$ cat src/rtl/mulfu_pkg.sv
package mulfu_pkg;
  typedef enum logic [2:0] {
    SUB_OPA    = 3'd0,
    SUB_OPB    = 3'd1,
    SUB_PRODLO = 3'd2,
    SUB_PRODHI = 3'd3,
    SUB_STATUS = 3'd4
  } mulfu_sub_e;

  function automatic logic is_product_sel(input logic [2:0] s);
    return (s == SUB_PRODLO) || (s == SUB_PRODHI);
  endfunction
endpackage

$ cat src/rtl/mulfu_regs.sv
module mulfu_regs
  import mulfu_pkg::*;
#(
  parameter int WIDTH = 32
) (
  input  logic             clk,
  input  logic             rst_n,
  input  logic [2:0]       sel,
  input  logic             wr_en,
  input  logic [WIDTH-1:0] wdata,
  output logic [WIDTH-1:0] opa_q,
  output logic [WIDTH-1:0] opb_q,
  output logic             wr_a_evt,
  output logic             start_evt
);
  assign wr_a_evt  = wr_en && (sel == SUB_OPA);
  assign start_evt = wr_en && (sel == SUB_OPB);

  always_ff @(posedge clk or negedge rst_n) begin
    if (!rst_n) begin
      opa_q <= '0;
      opb_q <= '0;
    end else begin
      if (wr_a_evt)  opa_q <= wdata;
      if (start_evt) opb_q <= wdata;
    end
  end

  assert_opa_no_start_R2: assert property (@(posedge clk) disable iff (!rst_n)
    wr_a_evt |-> !start_evt);
endmodule

$ cat src/rtl/mulfu_core.sv
module mulfu_core #(
  parameter int WIDTH   = 32,
  parameter int LATENCY = 64
) (
  input  logic               clk,
  input  logic               rst_n,
  input  logic               start,
  input  logic [WIDTH-1:0]   start_a,
  input  logic [WIDTH-1:0]   start_b,
  output logic               busy,
  output logic [2*WIDTH-1:0] product
);
  localparam int CNTW = $clog2(LATENCY + 1);
  localparam logic [CNTW-1:0] STEPS = CNTW'(WIDTH);
  localparam logic [CNTW-1:0] LAST  = CNTW'(LATENCY - 1);

  // One shift-and-add step: add the multiplicand to the upper half when the
  // current multiplier bit is set, then shift the whole product right.
  function automatic logic [2*WIDTH-1:0] mul_step(input logic [2*WIDTH-1:0] p,
                                                  input logic [WIDTH-1:0]   m);
    logic [WIDTH:0] sum;
    sum = {1'b0, p[2*WIDTH-1:WIDTH]} + (p[0] ? {1'b0, m} : '0);
    return {sum, p[WIDTH-1:1]};
  endfunction

  logic               busy_q;
  logic [CNTW-1:0]    cnt_q;
  logic [WIDTH-1:0]   mcand_q;
  logic [2*WIDTH-1:0] prod_q;
  logic               step_evt;
  logic               done_evt;

  assign step_evt = busy_q && !start && (cnt_q < STEPS);
  assign done_evt = busy_q && !start && (cnt_q == LAST);

  always_ff @(posedge clk or negedge rst_n) begin
    if (!rst_n) begin
      busy_q  <= 1'b0;
      cnt_q   <= '0;
      mcand_q <= '0;
      prod_q  <= '0;
    end else if (start) begin
      busy_q  <= 1'b1;
      cnt_q   <= '0;
      mcand_q <= start_a;
      prod_q  <= {{WIDTH{1'b0}}, start_b};
    end else if (busy_q) begin
      cnt_q <= cnt_q + 1'b1;
      if (step_evt) prod_q <= mul_step(prod_q, mcand_q);
      if (done_evt) busy_q <= 1'b0;
    end
  end

  assign busy    = busy_q;
  assign product = prod_q;

  assert_start_loads_R3: assert property (@(posedge clk) disable iff (!rst_n)
    start |=> (busy_q && cnt_q == '0));
  assert_busy_window_R3: assert property (@(posedge clk) disable iff (!rst_n)
    busy_q |-> (cnt_q <= LAST));
  assert_done_drop_R3: assert property (@(posedge clk) disable iff (!rst_n)
    done_evt |=> !busy_q);
  assert_idle_hold_R4: assert property (@(posedge clk) disable iff (!rst_n)
    (!busy_q && !start) |=> $stable(prod_q));
  assert_mcand_hold_R8: assert property (@(posedge clk) disable iff (!rst_n)
    (busy_q && !start) |=> $stable(mcand_q));
endmodule

$ cat src/rtl/mulfu_stall.sv
module mulfu_stall
  import mulfu_pkg::*;
(
  input  logic       clk,
  input  logic       rst_n,
  input  logic       stall_on_start,
  input  logic       busy,
  input  logic       rd_en,
  input  logic [2:0] sel,
  output logic       stall
);
  logic early_read;

  assign early_read = busy && rd_en && is_product_sel(sel);
  assign stall      = stall_on_start ? busy : early_read;

  assert_stall_needs_busy_R5: assert property (@(posedge clk) disable iff (!rst_n)
    stall |-> busy);
  assert_start_mode_hold_R5: assert property (@(posedge clk) disable iff (!rst_n)
    (stall_on_start && busy) |-> stall);
  assert_read_mode_quiet_R6: assert property (@(posedge clk) disable iff (!rst_n)
    (!stall_on_start && !(rd_en && is_product_sel(sel))) |-> !stall);
endmodule

$ cat src/rtl/mulfu_top.sv
module mulfu_top
  import mulfu_pkg::*;
#(
  parameter int WIDTH   = 32,
  parameter int LATENCY = 64
) (
  input  logic             clk,
  input  logic             rst_n,
  input  logic             stall_on_start,
  input  logic [2:0]       sel,
  input  logic             wr_en,
  input  logic             rd_en,
  input  logic [WIDTH-1:0] wdata,
  output logic [WIDTH-1:0] rdata,
  output logic             stall
);
  logic [WIDTH-1:0]   opa_q;
  logic [WIDTH-1:0]   opb_q;
  logic               wr_a_evt;
  logic               start_evt;
  logic               busy;
  logic [2*WIDTH-1:0] product;
  logic [WIDTH-1:0]   read_mux;

  initial assert (LATENCY >= WIDTH);

  mulfu_regs #(.WIDTH(WIDTH)) u_regs (
    .clk(clk), .rst_n(rst_n), .sel(sel), .wr_en(wr_en), .wdata(wdata),
    .opa_q(opa_q), .opb_q(opb_q), .wr_a_evt(wr_a_evt), .start_evt(start_evt)
  );

  mulfu_core #(.WIDTH(WIDTH), .LATENCY(LATENCY)) u_core (
    .clk(clk), .rst_n(rst_n), .start(start_evt), .start_a(opa_q),
    .start_b(wdata), .busy(busy), .product(product)
  );

  mulfu_stall u_stall (
    .clk(clk), .rst_n(rst_n), .stall_on_start(stall_on_start), .busy(busy),
    .rd_en(rd_en), .sel(sel), .stall(stall)
  );

  always_comb begin
    unique case (sel)
      SUB_OPA:    read_mux = opa_q;
      SUB_OPB:    read_mux = opb_q;
      SUB_PRODLO: read_mux = product[WIDTH-1:0];
      SUB_PRODHI: read_mux = product[2*WIDTH-1:WIDTH];
      SUB_STATUS: read_mux = {{(WIDTH-1){1'b0}}, busy};
      default:    read_mux = '0;
    endcase
  end

  assign rdata = rd_en ? read_mux : '0;

  assert_status_tracks_busy_R3: assert property (@(posedge clk) disable iff (!rst_n)
    (rd_en && sel == SUB_STATUS) |-> (rdata[0] == busy));
  assert_opa_write_keeps_busy_R2: assert property (@(posedge clk) disable iff (!rst_n)
    (wr_a_evt && !busy) |=> !busy);
endmodule

$ cat config.mk
export PLATFORM = sky130hd
export DESIGN_NAME = mulfu_top
export DESIGN_NICKNAME = d
export VERILOG_FILES = /design/src/rtl/mulfu_pkg.sv /design/src/rtl/mulfu_regs.sv /design/src/rtl/mulfu_core.sv /design/src/rtl/mulfu_stall.sv /design/src/rtl/mulfu_top.sv
export SDC_FILE = /design/constraint.sdc
export NUM_CORES = 1
export LEC_CHECK = 0
export ABC_AREA = 0
export CAP_MARGIN = 20
export CORE_MARGIN = 2
export CORE_UTILIZATION = 54
export DETAILED_ROUTE_END_ITERATION = 7
export PLACE_DENSITY = 0.72
export SKIP_CTS_REPAIR_TIMING = 1
export SYNTH_ARGS = -nofsm -noshare
export SYNTH_HDL_FRONTEND = slang
export SYNTH_SLANG_ARGS = --single-unit
$ cat constraint.sdc
create_clock -name clk -period 3.7 [get_ports clk]
set_input_delay 0.74 -clock clk [delete_from_list [all_inputs] [get_ports clk]]
set_output_delay 0.74 -clock clk [all_outputs]
set_load 0.005 [all_outputs]
## Word level (Yosys, flattened, before mapping)

Index checks and enable logic that the tools add are counted.

| operators by class | value |
|---|---|
| add/sub/neg operators | 2 |
| equal/unequal tests | 5 |
| $lt $le $gt $ge | 1 |
| reduce and logical (&&, ||, !) cells | 13 |
| mux-type cells | 12 |

Operator list:

| cell | count |
|---|---|
| 64-bit two-way mux | 3 |
| 32-bit one-hot mux with 5 select lines | 1 |
| 32-bit two-way mux | 2 |
| 32-bit by 33-bit adder with 33-bit output | 1 |
| 7-bit two-way mux | 2 |
| 7-bit by 1-bit adder with 7-bit output (second input constant) | 1 |
| 7-bit by 6-bit equality test with 1-bit output (second input constant) | 1 |
| 1-bit logical AND | 7 |
| 7-bit by 6-bit < comparator with 1-bit output (second input constant) | 1 |
| 3-bit by 2-bit equality test with 1-bit output (second input constant) | 2 |
| 1-bit two-way mux | 4 |
| 2-bit nonzero test | 2 |
| 3-bit by 1-bit equality test with 1-bit output (second input constant) | 1 |
| 3-bit equality test (second input constant) | 1 |
| 3-bit logical NOT | 1 |
| 2-bit AND reduction | 1 |
| 1-bit logical NOT | 1 |
| 1-bit logical OR | 1 |

| word-level totals | value |
|---|---|
| word-level logic and storage cells | 39 |
| bits of input ports | 40 |
| output and inout port bits | 33 |
| flip-flop bits (word level) | 168 |

## Logic depth before layout (Yosys ltp)

| logic depth | value |
|---|---|
| word-level depth | 8 |
| gate-level depth with buffers | 12 |
| mapped depth without buffers | 11 |

## By module

Synthesis repeated with hierarchy kept, for this count alone.

| unflattened totals | value |
|---|---|
| cells, all modules | 920 |
| area, all modules | 9683.0 sq um |

By module, submodules not included:

| module | area an instance (sq um) | cells an instance | seq. area each (sq um) | instances |
|---|---|---|---|---|
| mulfu_core | 6019.5 | 630 | 2602.5 | 1 |
| mulfu_regs | 2428.6 | 137 | 1601.5 | 1 |
| mulfu_top | 1218.7 | 150 | 0.0 | 1 |
| mulfu_stall | 16.3 | 3 | 0.0 | 1 |

## Worst setup path before layout

Ideal clock, no wire load.

| path | value |
|---|---|
| path type | register to register |
| start | register u_core.prod_q[0], in the netlist u_core.product[0] |
| end | register u_core.prod_q[59], in the netlist u_core.product[59] |
| setup time | 0.124 ns |
| buffers on the path | 1 |
| cell stages (with the launch flop) | 11 |
| slack | 0.927 ns |
| arrival | 2.649 ns |
| clock period less this slack | 2.773 ns |
| data required time | 3.576 ns |
| path through | dfrtp_1 -> clkbuf_1 -> and2_1 -> fa_1 -> a21o_1 -> a31o_2 -> a31o_2 -> a31o_2 -> a41oi_1 -> nor2_1 -> a211o_1 |

| between the ends | value |
|---|---|
| cells in the longest elaborated chain, start to end | 5 |

RTL lines:

| what | RTL line | source |
|---|---|---|
| start, declared | mulfu_core.sv:29 | `logic [2*WIDTH-1:0] prod_q;` |
| start signal, assigned | mulfu_core.sv:46 | `prod_q <= {{WIDTH{1'b0}}, start_b};` |
| start signal, assigned | mulfu_core.sv:49 | `if (step_evt) prod_q <= mul_step(prod_q, mcand_q);` |
| 32-bit two-way mux | mulfu_core.sv:22 | `sum = {1'b0, p[2*WIDTH-1:WIDTH]} + (p[0] ? {1'b0, m} : '0);` |
| 32-bit by 33-bit adder with 33-bit output | mulfu_core.sv:22 |  |
| 64-bit two-way mux | mulfu_core.sv:49 |  |
| 64-bit two-way mux | mulfu_core.sv:47 | `end else if (busy_q) begin` |
| 64-bit two-way mux | mulfu_core.sv:42 | `end else if (start) begin` |

No other way between the ends. The select of a mux whose other input is x is not followed.
A chain may end at the register's enable or synchronous reset.

## Worst setup path after layout

| path | value |
|---|---|
| start | input sel[0] |
| end | output rdata[27] |

| between the ends | value |
|---|---|
| cells in the longest elaborated chain, start to end | 3 |
| elaborated cells between the ends (all ways) | 7 |
| those cells by class | eq/ne: 4; mux: 2; reduce/logical: 1 |

RTL lines:

| what | RTL line | source |
|---|---|---|
| start, declared | mulfu_top.sv:10 | `input logic [2:0] sel,` |
| 3-bit equality test, or another cell as far along | mulfu_top.sv:43 | `unique case (sel)` |
| 32-bit one-hot mux with 5 select lines * | mulfu_top.sv:43 |  |
| 32-bit two-way mux * | mulfu_top.sv:53 | `assign rdata = rd_en ? read_mux : '0;` |
| end, declared | mulfu_top.sv:14 | `output logic [WIDTH-1:0] rdata,` |

Every way passes the cells marked *; elsewhere a longest branch is shown, timed or not.

==> impl_metrics.toml <==
[run_status]
status = "finished clean"

[placed_design]
dpl.hpwl_um = 15000
port_buffers = 72
gp_congestion = 0.959
dpl.cell_count = 1260

[clock_network]
path_clk_slew_ps = 70
numCtsBuffers = 17
clock_latency_ps = 430
cts_buffer_depth = 2
cts.sinks = 168
clock-root-buffer = "clkbuf_16"
htreeDepth = 4
tritoncts = "built"

[synth]
avgSynthCellArea_um2 = 9.08
synth.distinct_cells = 53
synth_seq_area_share_pct = 45.7
synth_nets = 1087
synth-edff-count = 0
ys_async_sr_fraction_pct = 100
syn_inst = 1013
synth_area_um2 = 9200
ys_ff_latch = 168
yosysWarnings = 0
synth-main-ff-cell = "dfrtp_1"

[worst_setup_path]
crit_path_max_fanout = 16
criticalPathCategory = "in2out"
worstPathRequired_ps = 2960
cp.arrival_ps = 2800
cp-start-kind = "input pin"
cp-end-kind = "primary output"

[power]
p_per_area_nw_per_um2 = 712
power.leakage_nw = 4.87
peakVddDrop_v = 0.000609

[sta]
slew_violations = 0
hold_viol = 0
relSlewSlack_pct = 40.3
fin_setup_tns_ps = 0
post-route-period-util_pct = 95.7
min_period_ps = 3540
rsz0062_at_grt = "no"
max_slew.worst_pin.slew_ps = 895
finalSetupViolCount = 0
fmax_ghz = 0.282
skew_ps = 13.2

[hold_path]
hold_path.class = "in2async"

[floorplanning]
dieWidth_um = 135
die_area_um2 = 18100
die-height_um = 135
ios = 73
rows = 47
core_area_um2 = 16600
start_util_pct = 55.3

[global_route]
grt_pass1_wl_um = 37700
antenna_found_initial = 0
grtUsageTotal_pct = 26.1
gr-total-overflow = 0
grt_pass1_vias = 7399
grt_max_degree = 83

[final_layout]
layoutNonFillerInstCount = 1291
nNetsFinal = 1133
drive_gt1_share_pct = 9.15
antenna-diode-count = 0
syn_to_final_growth_pct = 17.0

[drt]
drt_iter0_markers = 612
postRouteAntennaNets = 0
num_vias = 7606
routedWlPerCell_um = 17.4
drc = 0
wirelength_um = 22400
avgViaCountPerCell = 5.89
drtPass1Iterations = 5

[run]
max_cap_viol_count = 0
-- final cells by class --
cell class                      instances  area, µm²
Multi-Input combinational cell        775       4750
Tap cell                              220        275
Fill cell                            1409       5880
Timing Repair Buffer                   94        937
Clock buffer                           24        462
Inverter                                3       11.3
Clock inverter                          7        120
Sequential cell                       168       4200
-- placed cells by master (no fill, tap or decap), drive strengths merged, types with 11 or more instances in the layout --
cell type	n
mux2	33
nand2	258
nor2	31
xor2	16
a21oi	86
a21o	15
xnor2	15
clkbuf	24
clkdlybuf4s50	71
ha	33
a22oi	63
nand3	11
dfrtp	168
buf	23
and2	35
mux2i	33
o21ai	61
-- per-layer routing --
metal | up-vias | GRT usage (%) | wire [µm]
met2 | 182 | 41.7 | 10800
met1 | 3733 | 37.2 | 10500
met5 | - | 0 | 0
met4 | 0 | 6.84 | 273
met3 | 21 | 4.47 | 902
li1 | 3670 | - | -
-- cells in the mapped netlist, types with 2 or more instances --
| cell | count | area (µm²) |
|---|---|---|
| a31o_2 | 4 | 35.0 |
| nand4_1 | 10 | 62.6 |
| o221ai_1 | 2 | 17.5 |
| o21ai_1 | 2 | 10.0 |
| a21o_1 | 15 | 113 |
| a211o_1 | 2 | 17.5 |
| and2_1 | 35 | 219 |
| buf_1 | 5 | 18.8 |
| o21a_1 | 6 | 45.0 |
| buf_2 | 10 | 50.1 |
| nor2_1 | 31 | 116 |
| nor3_1 | 8 | 40.0 |
| xnor2_1 | 15 | 131 |
| and3_1 | 4 | 25.0 |
| nand3_1 | 11 | 55.1 |
| a211oi_1 | 9 | 67.6 |
| inv_1 | 3 | 11.3 |
| dfrtp_1 | 168 | 4200 |
| a22oi_1 | 63 | 473 |
| nor3b_1 | 3 | 22.5 |
| nand2_1 | 258 | 968 |
| o211ai_1 | 2 | 15.0 |
| mux2i_1 | 33 | 330 |
| a21boi_0 | 2 | 15.0 |
| clkbuf_1 | 52 | 195 |
| mux2_2 | 32 | 360 |
| xor2_1 | 16 | 140 |
| a21oi_1 | 86 | 430 |
| o21ai_0 | 59 | 295 |
| ha_1 | 33 | 413 |
| o22a_1 | 2 | 17.5 |
| a31oi_1 | 9 | 56.3 |
| nor2b_1 | 3 | 18.8 |
-- stage by stage --
stage               utilization, %  power [W]  setup slack (ps)  cell area [µm²]  hold slack, ps
finish                        64.6    0.00766               159            10800             361
global route                  64.6    0.00821              6.92            10800             427
CTS                           64.6    0.00769               159            10800             394
detailed placement            61.1    0.00585               179            10200             455
global placement              61.1    0.00578               220            10200             453
floorplan                        -    0.00504               927             9200             437
-- path summary, 6_finish.rpt --
check	slack [ps]	from	cells past startpoint	end
max	160	sel[0]	6	rdata[27]
min	360	rst_n	1	u_regs.opb_q[5]
max reg2reg	390	u_core.product[0]	11	u_core.product[61]
min reg2reg	470	u_core.mcand_q[19]	2	u_core.mcand_q[19]
max in group asynchronous	2470	rst_n	2	u_regs.opa_q[2]
min in group clk	470	u_core.mcand_q[19]	2	u_core.mcand_q[19]
-- flip-flops by register name (all words and copies together), names as in the netlist --
name	count
u_core.product	64
u_core.mcand_q	32
u_regs.opa_q	32
u_regs.opb_q	32
u_core.cnt_q	7
u_core.busy	1
-- cells by family (layout without fill, tap and decap cells) --
| group | Yosys count | count (layout) | share of synthesized area, % |
|---|---|---|---|
| simple gates | 369 | 369 | 17.1 |
| compound gates | 275 | 275 | 18.9 |
| flops | 168 | 168 | 45.7 |
| buf+inv | 70 | 128 | 2.99 |
| mux | 66 | 66 | 7.63 |
| fa+ha+maj | 34 | 34 | 4.71 |
| xor+xnor | 31 | 31 | 2.95 |
-- worst max-delay path, cell delays in order --
cell,delay (ps)
clkdlybuf4s50_1,580
nor3_2,340
buf_4,310
a22oi_1,120
a21oi_1,170
clkdlybuf4s50_1,540
-- power by group --
part | switching, W | internal [W] | total [W]
clock | 0.000731 | 0.00108 | 0.00181
combinational | 0.00162 | 0.00126 | 0.00288
sequential | 0.000516 | 0.00246 | 0.00297
total | 0.00287 | 0.00479 | 0.00766
Power figures use the tool's default switching activity.
